--- src/rtl/seg_addr_pkg.sv ---
package seg_addr_pkg;

    typedef enum logic [1:0] {
        SEG_ES = 2'b00,
        SEG_CS = 2'b01,
        SEG_SS = 2'b10,
        SEG_DS = 2'b11
    } seg_code_t;

    localparam logic [1:0] MODE_NODISP = 2'b00;
    localparam logic [1:0] MODE_DISP8  = 2'b01;
    localparam logic [1:0] MODE_DISP16 = 2'b10;
    localparam logic [1:0] MODE_REG    = 2'b11;

    localparam logic [2:0] RM_DIRECT   = 3'b110;

    localparam logic [2:0] PFX_TOP     = 3'b001;
    localparam logic [2:0] PFX_BOTTOM  = 3'b110;

    typedef struct packed {
        logic       use_bx;
        logic       use_bp;
        logic       use_si;
        logic       use_di;
        logic       direct;
        logic       reg_op;
        logic       add_d8;
        logic       add_d16;
        logic [1:0] disp_len;
    } addr_plan_t;

    function automatic logic is_seg_prefix(input logic [7:0] b);
        return (b[7:5] == PFX_TOP) && (b[2:0] == PFX_BOTTOM);
    endfunction

endpackage

--- src/rtl/eag_mode_decode.sv ---
module eag_mode_decode
    import seg_addr_pkg::*;
(
    input  logic [1:0]  mod_f,
    input  logic [2:0]  rm_f,
    output addr_plan_t  plan
);

    logic bx_on, bp_on, si_on, di_on;

    // base/index pairing by field value
    always_comb begin
        bx_on = 1'b0;
        bp_on = 1'b0;
        si_on = 1'b0;
        di_on = 1'b0;
        unique case (rm_f)
            3'b000: begin bx_on = 1'b1; si_on = 1'b1; end
            3'b001: begin bx_on = 1'b1; di_on = 1'b1; end
            3'b010: begin bp_on = 1'b1; si_on = 1'b1; end
            3'b011: begin bp_on = 1'b1; di_on = 1'b1; end
            3'b100: si_on = 1'b1;
            3'b101: di_on = 1'b1;
            3'b110: bp_on = 1'b1;
            3'b111: bx_on = 1'b1;
            default: ;
        endcase
    end

    always_comb begin
        plan = '0;
        unique case (mod_f)
            MODE_NODISP: begin
                if (rm_f == RM_DIRECT) begin
                    plan.direct   = 1'b1;
                    plan.add_d16  = 1'b1;
                    plan.disp_len = 2'd2;
                end else begin
                    plan.use_bx = bx_on;
                    plan.use_bp = bp_on;
                    plan.use_si = si_on;
                    plan.use_di = di_on;
                end
            end
            MODE_DISP8: begin
                plan.use_bx   = bx_on;
                plan.use_bp   = bp_on;
                plan.use_si   = si_on;
                plan.use_di   = di_on;
                plan.add_d8   = 1'b1;
                plan.disp_len = 2'd1;
            end
            MODE_DISP16: begin
                plan.use_bx   = bx_on;
                plan.use_bp   = bp_on;
                plan.use_si   = si_on;
                plan.use_di   = di_on;
                plan.add_d16  = 1'b1;
                plan.disp_len = 2'd2;
            end
            MODE_REG: begin
                plan.reg_op = 1'b1;
            end
            default: ;
        endcase
    end

    // only the direct case may carry a displacement in mode 00
    always_comb begin
        if (mod_f == MODE_NODISP && rm_f != RM_DIRECT)
            a_r2_no_disp: assert (!plan.add_d8 && !plan.add_d16);
    end

endmodule

--- src/rtl/eag_offset_sum.sv ---
module eag_offset_sum
    import seg_addr_pkg::*;
#(
    parameter int OFS_W  = 16,
    parameter int BYTE_W = 8
) (
    input  addr_plan_t         plan,
    input  logic [OFS_W-1:0]   disp,
    input  logic [OFS_W-1:0]   reg_bx,
    input  logic [OFS_W-1:0]   reg_bp,
    input  logic [OFS_W-1:0]   reg_si,
    input  logic [OFS_W-1:0]   reg_di,
    output logic [OFS_W-1:0]   ea
);

    localparam int EXT_W = OFS_W - BYTE_W;

    logic [OFS_W-1:0] base_term;
    logic [OFS_W-1:0] index_term;
    logic [OFS_W-1:0] disp_term;
    logic [OFS_W-1:0] d8_ext;

    assign d8_ext = {{EXT_W{disp[BYTE_W-1]}}, disp[BYTE_W-1:0]};

    always_comb begin
        base_term = '0;
        if (plan.use_bx) base_term = reg_bx;
        else if (plan.use_bp) base_term = reg_bp;
    end

    always_comb begin
        index_term = '0;
        if (plan.use_si) index_term = reg_si;
        else if (plan.use_di) index_term = reg_di;
    end

    always_comb begin
        disp_term = '0;
        if (plan.add_d16) disp_term = disp;
        else if (plan.add_d8) disp_term = d8_ext;
    end

    // modulo 2^OFS_W by truncation
    assign ea = plan.reg_op ? '0 : (base_term + index_term + disp_term);

    always_comb begin
        if (plan.direct)
            a_r3_direct_is_disp: assert (ea == disp);
    end

endmodule

--- src/rtl/eag_seg_select.sv ---
module eag_seg_select
    import seg_addr_pkg::*;
(
    input  logic        clk,
    input  logic        rst_n,
    input  logic        req_valid,
    input  logic        pfx_valid,
    input  logic [7:0]  pfx_byte,
    input  addr_plan_t  plan,
    output seg_code_t   seg_sel,
    output logic        ovr_active
);

    typedef enum logic {
        OVR_IDLE  = 1'b0,
        OVR_ARMED = 1'b1
    } ovr_state_t;

    ovr_state_t state_q, state_d;
    seg_code_t  held_q;
    seg_code_t  use_code;
    logic       pfx_take;

    assign pfx_take = pfx_valid && is_seg_prefix(pfx_byte);

    // state register
    always_ff @(posedge clk or negedge rst_n) begin
        if (!rst_n) begin
            state_q <= OVR_IDLE;
            held_q  <= SEG_ES;
        end else begin
            state_q <= state_d;
            if (pfx_take)
                held_q <= seg_code_t'(pfx_byte[4:3]);
        end
    end

    // transitions
    always_comb begin
        state_d = state_q;
        unique case (state_q)
            OVR_IDLE:  if (pfx_take && !req_valid) state_d = OVR_ARMED;
            OVR_ARMED: if (req_valid)              state_d = OVR_IDLE;
            default:                               state_d = OVR_IDLE;
        endcase
    end

    // outputs
    always_comb begin
        use_code   = held_q;
        ovr_active = 1'b0;
        unique case (state_q)
            OVR_IDLE: begin
                ovr_active = pfx_take;
                use_code   = seg_code_t'(pfx_byte[4:3]);
            end
            OVR_ARMED: begin
                ovr_active = 1'b1;
                use_code   = pfx_take ? seg_code_t'(pfx_byte[4:3]) : held_q;
            end
            default: ;
        endcase
        if (plan.reg_op)
            seg_sel = SEG_DS;
        else if (ovr_active)
            seg_sel = use_code;
        else if (plan.use_bp)
            seg_sel = SEG_SS;
        else
            seg_sel = SEG_DS;
    end

    // an override never outlives the request that used it
    a_r8_override_single_use: assert property (@(posedge clk) disable iff (!rst_n)
        req_valid |=> state_q == OVR_IDLE);

    // malformed prefix does not arm the controller
    a_r9_bad_prefix_ignored: assert property (@(posedge clk) disable iff (!rst_n)
        (pfx_valid && !is_seg_prefix(pfx_byte) && state_q == OVR_IDLE) |=> state_q == OVR_IDLE);

endmodule

--- src/rtl/seg_addr_gen.sv ---
module seg_addr_gen
    import seg_addr_pkg::*;
#(
    parameter int OFS_W     = 16,
    parameter int SEG_SHIFT = 4
) (
    input  logic                      clk,
    input  logic                      rst_n,
    input  logic                      req_valid,
    input  logic [1:0]                mod_f,
    input  logic [2:0]                rm_f,
    input  logic                      wide,
    input  logic [OFS_W-1:0]          disp,
    input  logic [OFS_W-1:0]          reg_bx,
    input  logic [OFS_W-1:0]          reg_bp,
    input  logic [OFS_W-1:0]          reg_si,
    input  logic [OFS_W-1:0]          reg_di,
    input  logic [OFS_W-1:0]          seg_es,
    input  logic [OFS_W-1:0]          seg_cs,
    input  logic [OFS_W-1:0]          seg_ss,
    input  logic [OFS_W-1:0]          seg_ds,
    input  logic                      pfx_valid,
    input  logic [7:0]                pfx_byte,
    output logic                      out_valid,
    output logic [OFS_W-1:0]          ea,
    output logic [1:0]                seg_sel,
    output logic [OFS_W+SEG_SHIFT-1:0] phys,
    output logic                      reg_mode,
    output logic [3:0]                reg_idx,
    output logic [1:0]                disp_len
);

    localparam int PA_W = OFS_W + SEG_SHIFT;

    addr_plan_t        plan;
    logic [OFS_W-1:0]  ea_c;
    seg_code_t         seg_c;
    logic              ovr_active;
    logic [OFS_W-1:0]  seg_val;
    logic [PA_W-1:0]   phys_c;

    eag_mode_decode u_decode (
        .mod_f (mod_f),
        .rm_f  (rm_f),
        .plan  (plan)
    );

    eag_offset_sum #(.OFS_W(OFS_W)) u_sum (
        .plan   (plan),
        .disp   (disp),
        .reg_bx (reg_bx),
        .reg_bp (reg_bp),
        .reg_si (reg_si),
        .reg_di (reg_di),
        .ea     (ea_c)
    );

    eag_seg_select u_seg (
        .clk        (clk),
        .rst_n      (rst_n),
        .req_valid  (req_valid),
        .pfx_valid  (pfx_valid),
        .pfx_byte   (pfx_byte),
        .plan       (plan),
        .seg_sel    (seg_c),
        .ovr_active (ovr_active)
    );

    always_comb begin
        unique case (seg_c)
            SEG_ES:  seg_val = seg_es;
            SEG_CS:  seg_val = seg_cs;
            SEG_SS:  seg_val = seg_ss;
            SEG_DS:  seg_val = seg_ds;
            default: seg_val = seg_ds;
        endcase
    end

    assign phys_c = plan.reg_op ? '0
                  : ({seg_val, {SEG_SHIFT{1'b0}}} + {{SEG_SHIFT{1'b0}}, ea_c});

    always_ff @(posedge clk or negedge rst_n) begin
        if (!rst_n) begin
            out_valid <= 1'b0;
            ea        <= '0;
            seg_sel   <= '0;
            phys      <= '0;
            reg_mode  <= 1'b0;
            reg_idx   <= '0;
            disp_len  <= '0;
        end else begin
            out_valid <= req_valid;
            if (req_valid) begin
                ea       <= ea_c;
                seg_sel  <= seg_c;
                phys     <= phys_c;
                reg_mode <= plan.reg_op;
                reg_idx  <= plan.reg_op ? {wide, rm_f} : 4'd0;
                disp_len <= plan.disp_len;
            end
        end
    end

    a_r1_valid_follows_req: assert property (@(posedge clk) disable iff (!rst_n)
        req_valid |=> out_valid);

    a_r1_valid_drops: assert property (@(posedge clk) disable iff (!rst_n)
        !req_valid |=> !out_valid);

    a_r11_reg_no_address: assert property (@(posedge clk) disable iff (!rst_n)
        (out_valid && reg_mode) |-> (ea == '0 && phys == '0 && disp_len == 2'd0));

    a_r7_bp_defaults_to_ss: assert property (@(posedge clk) disable iff (!rst_n)
        (req_valid && !ovr_active && mod_f != MODE_REG &&
         (rm_f == 3'b010 || rm_f == 3'b011 || (rm_f == RM_DIRECT && mod_f != MODE_NODISP)))
        |=> seg_sel == SEG_SS);

    a_r10_phys_from_segment: assert property (@(posedge clk) disable iff (!rst_n)
        (out_valid && !reg_mode) |->
        phys == ({(seg_sel == SEG_ES) ? $past(seg_es) :
                  (seg_sel == SEG_CS) ? $past(seg_cs) :
                  (seg_sel == SEG_SS) ? $past(seg_ss) : $past(seg_ds),
                  {SEG_SHIFT{1'b0}}} + {{SEG_SHIFT{1'b0}}, ea}));

    a_r4_len_legal: assert property (@(posedge clk) disable iff (!rst_n)
        out_valid |-> disp_len != 2'd3);

endmodule

--- config.mk ---
export PLATFORM = sky130hd
export DESIGN_NAME = seg_addr_gen
export DESIGN_NICKNAME = d
export VERILOG_FILES = /design/src/rtl/seg_addr_pkg.sv /design/src/rtl/eag_mode_decode.sv /design/src/rtl/eag_offset_sum.sv /design/src/rtl/eag_seg_select.sv /design/src/rtl/seg_addr_gen.sv
export SDC_FILE = /design/constraint.sdc
export NUM_CORES = 1
export LEC_CHECK = 0
export BUFFER_PORTS_ARGS = -buffer_cell sky130_fd_sc_hd__buf_4
export CORE_ASPECT_RATIO = 0.6
export CORE_MARGIN = 5
export CORE_UTILIZATION = 49
export DETAILED_ROUTE_END_ITERATION = 12
export PLACE_DENSITY = 0.83
export SYNTH_ARGS = -nofsm -noshare
export SYNTH_HDL_FRONTEND = slang
export SYNTH_HIERARCHICAL = 1
export SYNTH_SLANG_ARGS = --single-unit
--- constraint.sdc ---
create_clock -name clk -period 4.45 [get_ports clk]
set_clock_uncertainty 0.15 [all_clocks]
set_input_delay 0.445 -clock clk [delete_from_list [all_inputs] [get_ports clk]]
set_output_delay 0.445 -clock clk [all_outputs]
set_load 0.01 [all_outputs]
==> summary.txt <==
Timing
  – RSZ-0062 raised after global routing: yes
  – Final min period: between 5 and 6 ns
  – Final setup fails: 14
  – Final Hold Vio Count: 0
  – Period utilization: 1.20
  – Normalized max-slew margin: 0.287
  – Final setup margin: -0.870 ns
  – Final Slew Violations: 0
  – Worst slew pin tran: about 1.0 ns
  – Fmax: around 190 MHz

Detailed routing
  – DRT Pass-1 Iters: 5
  – Vias/cell: between 6 and 7
  – Post-DRT Antenna Nets: 0
  – Post-Route WL: 21700 um
  – Remaining DRCs: 0
  – WL per Instance: between 20 and 25 um
  – Iter 0 DRT Violations: 514
  – DR vias: approximately 5600

Layout
  – Layout Nets: approximately 1000
  – Diodes inserted: 0
  – Share of cells above drive strength 1: 0.587
  – Finished Layout Cells: around 900
  – Final core utilization: 0.879
  – Layout area overhead: 73.6%

Setup path
  – Required time worst endpoint: between 4 and 5 ns
  – Crit path from: mod_f[0]
  – CP Class: input pin to register
  – CP Launch Type: input pin
  – Crit end category: register
  – Worst flop-to-flop path startpoint: u_seg/state_q$_DFF_PN0_
  – Worst EP arrival: 5.39 ns
  – Worst Path Max Fanout: 5

Synthesis
  – Synthesized Nets: 700
  – Cell Area, Synth: about 4700 um^2
  – Syn Inst Count: ~490
  – Syn avg cell area: approximately 9.6 um^2
  – Yosys Warn Count: 6

Power
  – Pwr/cell area: between 300 and 400 nW/um^2
  – LEAKAGE: 0.00390 uW
  – Overall Power: between 2000 and 3000 uW
  – Worst IR Drop VDD: between 0.0002 and 0.0003 V

CTS
  – CTS buffer count: 5
  – Clock Latency Late Sink: about 0.30 ns
  – CTS tree: done
  – Sink Count: between 40 and 50
  – Root buffer cell: clkbuf_16
  – CTS hold repair buffers: 0
  – Clock transition at path regs: about 0.070 ns
  – H-tree levels: 2
  – Clock Path Buffers: 2

Global route
  – Global-route usage over all layers: 0.325
  – First-pass GRT wire length: about 30000 um
  – Largest net degree at the start of global routing: 50
  – Initial antenna violation count: 0
  – Number of global-route vias before repair: between 5000 and 6000
  – Grt total ovfl: 0

Place
  – GPL Wtd Cong: ~0.92
  – Placed Cells: around 890
  – IO Port Bufs: 207
  – Final HPWL DP: approximately 15000 um
  – Pre-CTS worst setup slack: -1.15 ns

Die
  – Cell row count: 27
  – Die ar.: between 10000 and 15000 um^2
  – Core box area: between 9000 and 10000 um^2
  – Die Span X: ~140 um
  – Initial Util: 0.506
  – Die Y: around 86 um
  – IO Pins: around 210

Hold path
  – Tightest Hold Check Type: input pin to async pin

Run status
  – Violated checks: setup timing
  – Run status: finished with violations

Job
  – Maxcap violations: 0
[final timing paths]
| path | end | slack (ns) | cells after the start |
|---|---|---|---|
| max in group asynchronous | phys[19]$_DFFE_PN0P_ | 3.67 | 1 |
| min in group clk | u_seg/held_q[0]$_DFF_PN0_ | 0.24 | 2 |
| worst min-delay path | phys[13]$_DFFE_PN0P_ | 0.02 | 1 |
| worst min register to register | phys[17]$_DFFE_PN0P_ | 0.35 | 1 |
| worst max register to register | phys[12]$_DFFE_PN0P_ | 0.45 | 14 |
| worst max-delay path | phys[18]$_DFFE_PN0P_ | -0.87 | 27 |
[final cells by class]
type | instances | area (um^2)
inverter | 49 | 201
tap | 130 | 163
clock inverter | 2 | 38.8
sequential | 49 | 1230
multi-input combinational | 366 | 3800
timing repair buffer | 321 | 2550
fill | 447 | 1120
clock buffer | 5 | 125
[cells in the final DEF (no fill, tap or decap), drive strengths merged, types with 8 or more instances in the layout]
cell type / count
a211oi: 10
a22oi: 29
inv: 50
xor2: 9
mux4: 16
fa: 17
nand2: 29
o21ai: 25
a21oi: 37
mux2: 23
nor2: 36
nor2b: 8
ha: 34
dfrtp: 49
buf: 321
xnor2: 13
[per-stage QoR]
| stage | hold slack [ns] | TNS, ns | area [um^2] |
|---|---|---|---|
| 6_report | 0.0225 | -8.87 | 8100 |
| 3_5_place_dp | 0.334 | -12.07 | 7350 |
| 3_3_place_gp | 0.324 | -9.21 | 7350 |
| 4_1_cts | 0.0456 | -5.32 | 7850 |
| 5_1_grt | 0.0792 | -10.50 | 8100 |
| 2_1_floorplan | -0.000591 | -2.46 | 5010 |
[layer usage]
metal,GRT usage,part of all wire
met5,0,0
met4,0.102,0.049
met2,0.545,0.47
met1,0.422,0.39
met3,0.0721,0.096
[worst max-delay path, cell delays in order]
cell	delay, ns
buf_12	0.11
ha_2	0.20
o21bai_4	0.19
a211oi_2	0.16
buf_4	0.19
nor2b_4	0.07
buf_4	0.13
buf_4	0.13
a22oi_1	0.24
fa_1	0.27
inv_1	0.09
ha_4	0.18
fa_2	0.40
a211oi_4	0.31
buf_4	0.16
nor2_2	0.04
nor3_4	0.30
inv_2	0.07
fa_2	0.38
and2b_1	0.23
a221o_1	0.29
a21oi_4	0.11
o31ai_4	0.24
buf_4	0.16
buf_6	0.10
nand3_2	0.06
o211ai_1	0.09
[repair_timing]
action,4_1_cts,5_1_grt
buffers inserted,16,9
gates resized for setup,51,38
setup endpoints to repair,13,14
pin swaps,45,40
endpoints found under the hold margin,0,0
[power by group]
group	switching, uW	leakage (uW)	internal [uW]
logic	899	0.00320	976
registers	86.9	0.000618	565
clock network	186	0.0000803	265
total	1170	0.00390	1810
[registers in the layout, summed over array words and instances (netlist names)]
register       cells
disp_len           2
ea                16
out_valid          1
phys              20
reg_idx            4
reg_mode           1
seg_sel            2
u_seg/held_q       2
u_seg/state_q      1
No activity file was read; power rests on OpenSTA's default activity.
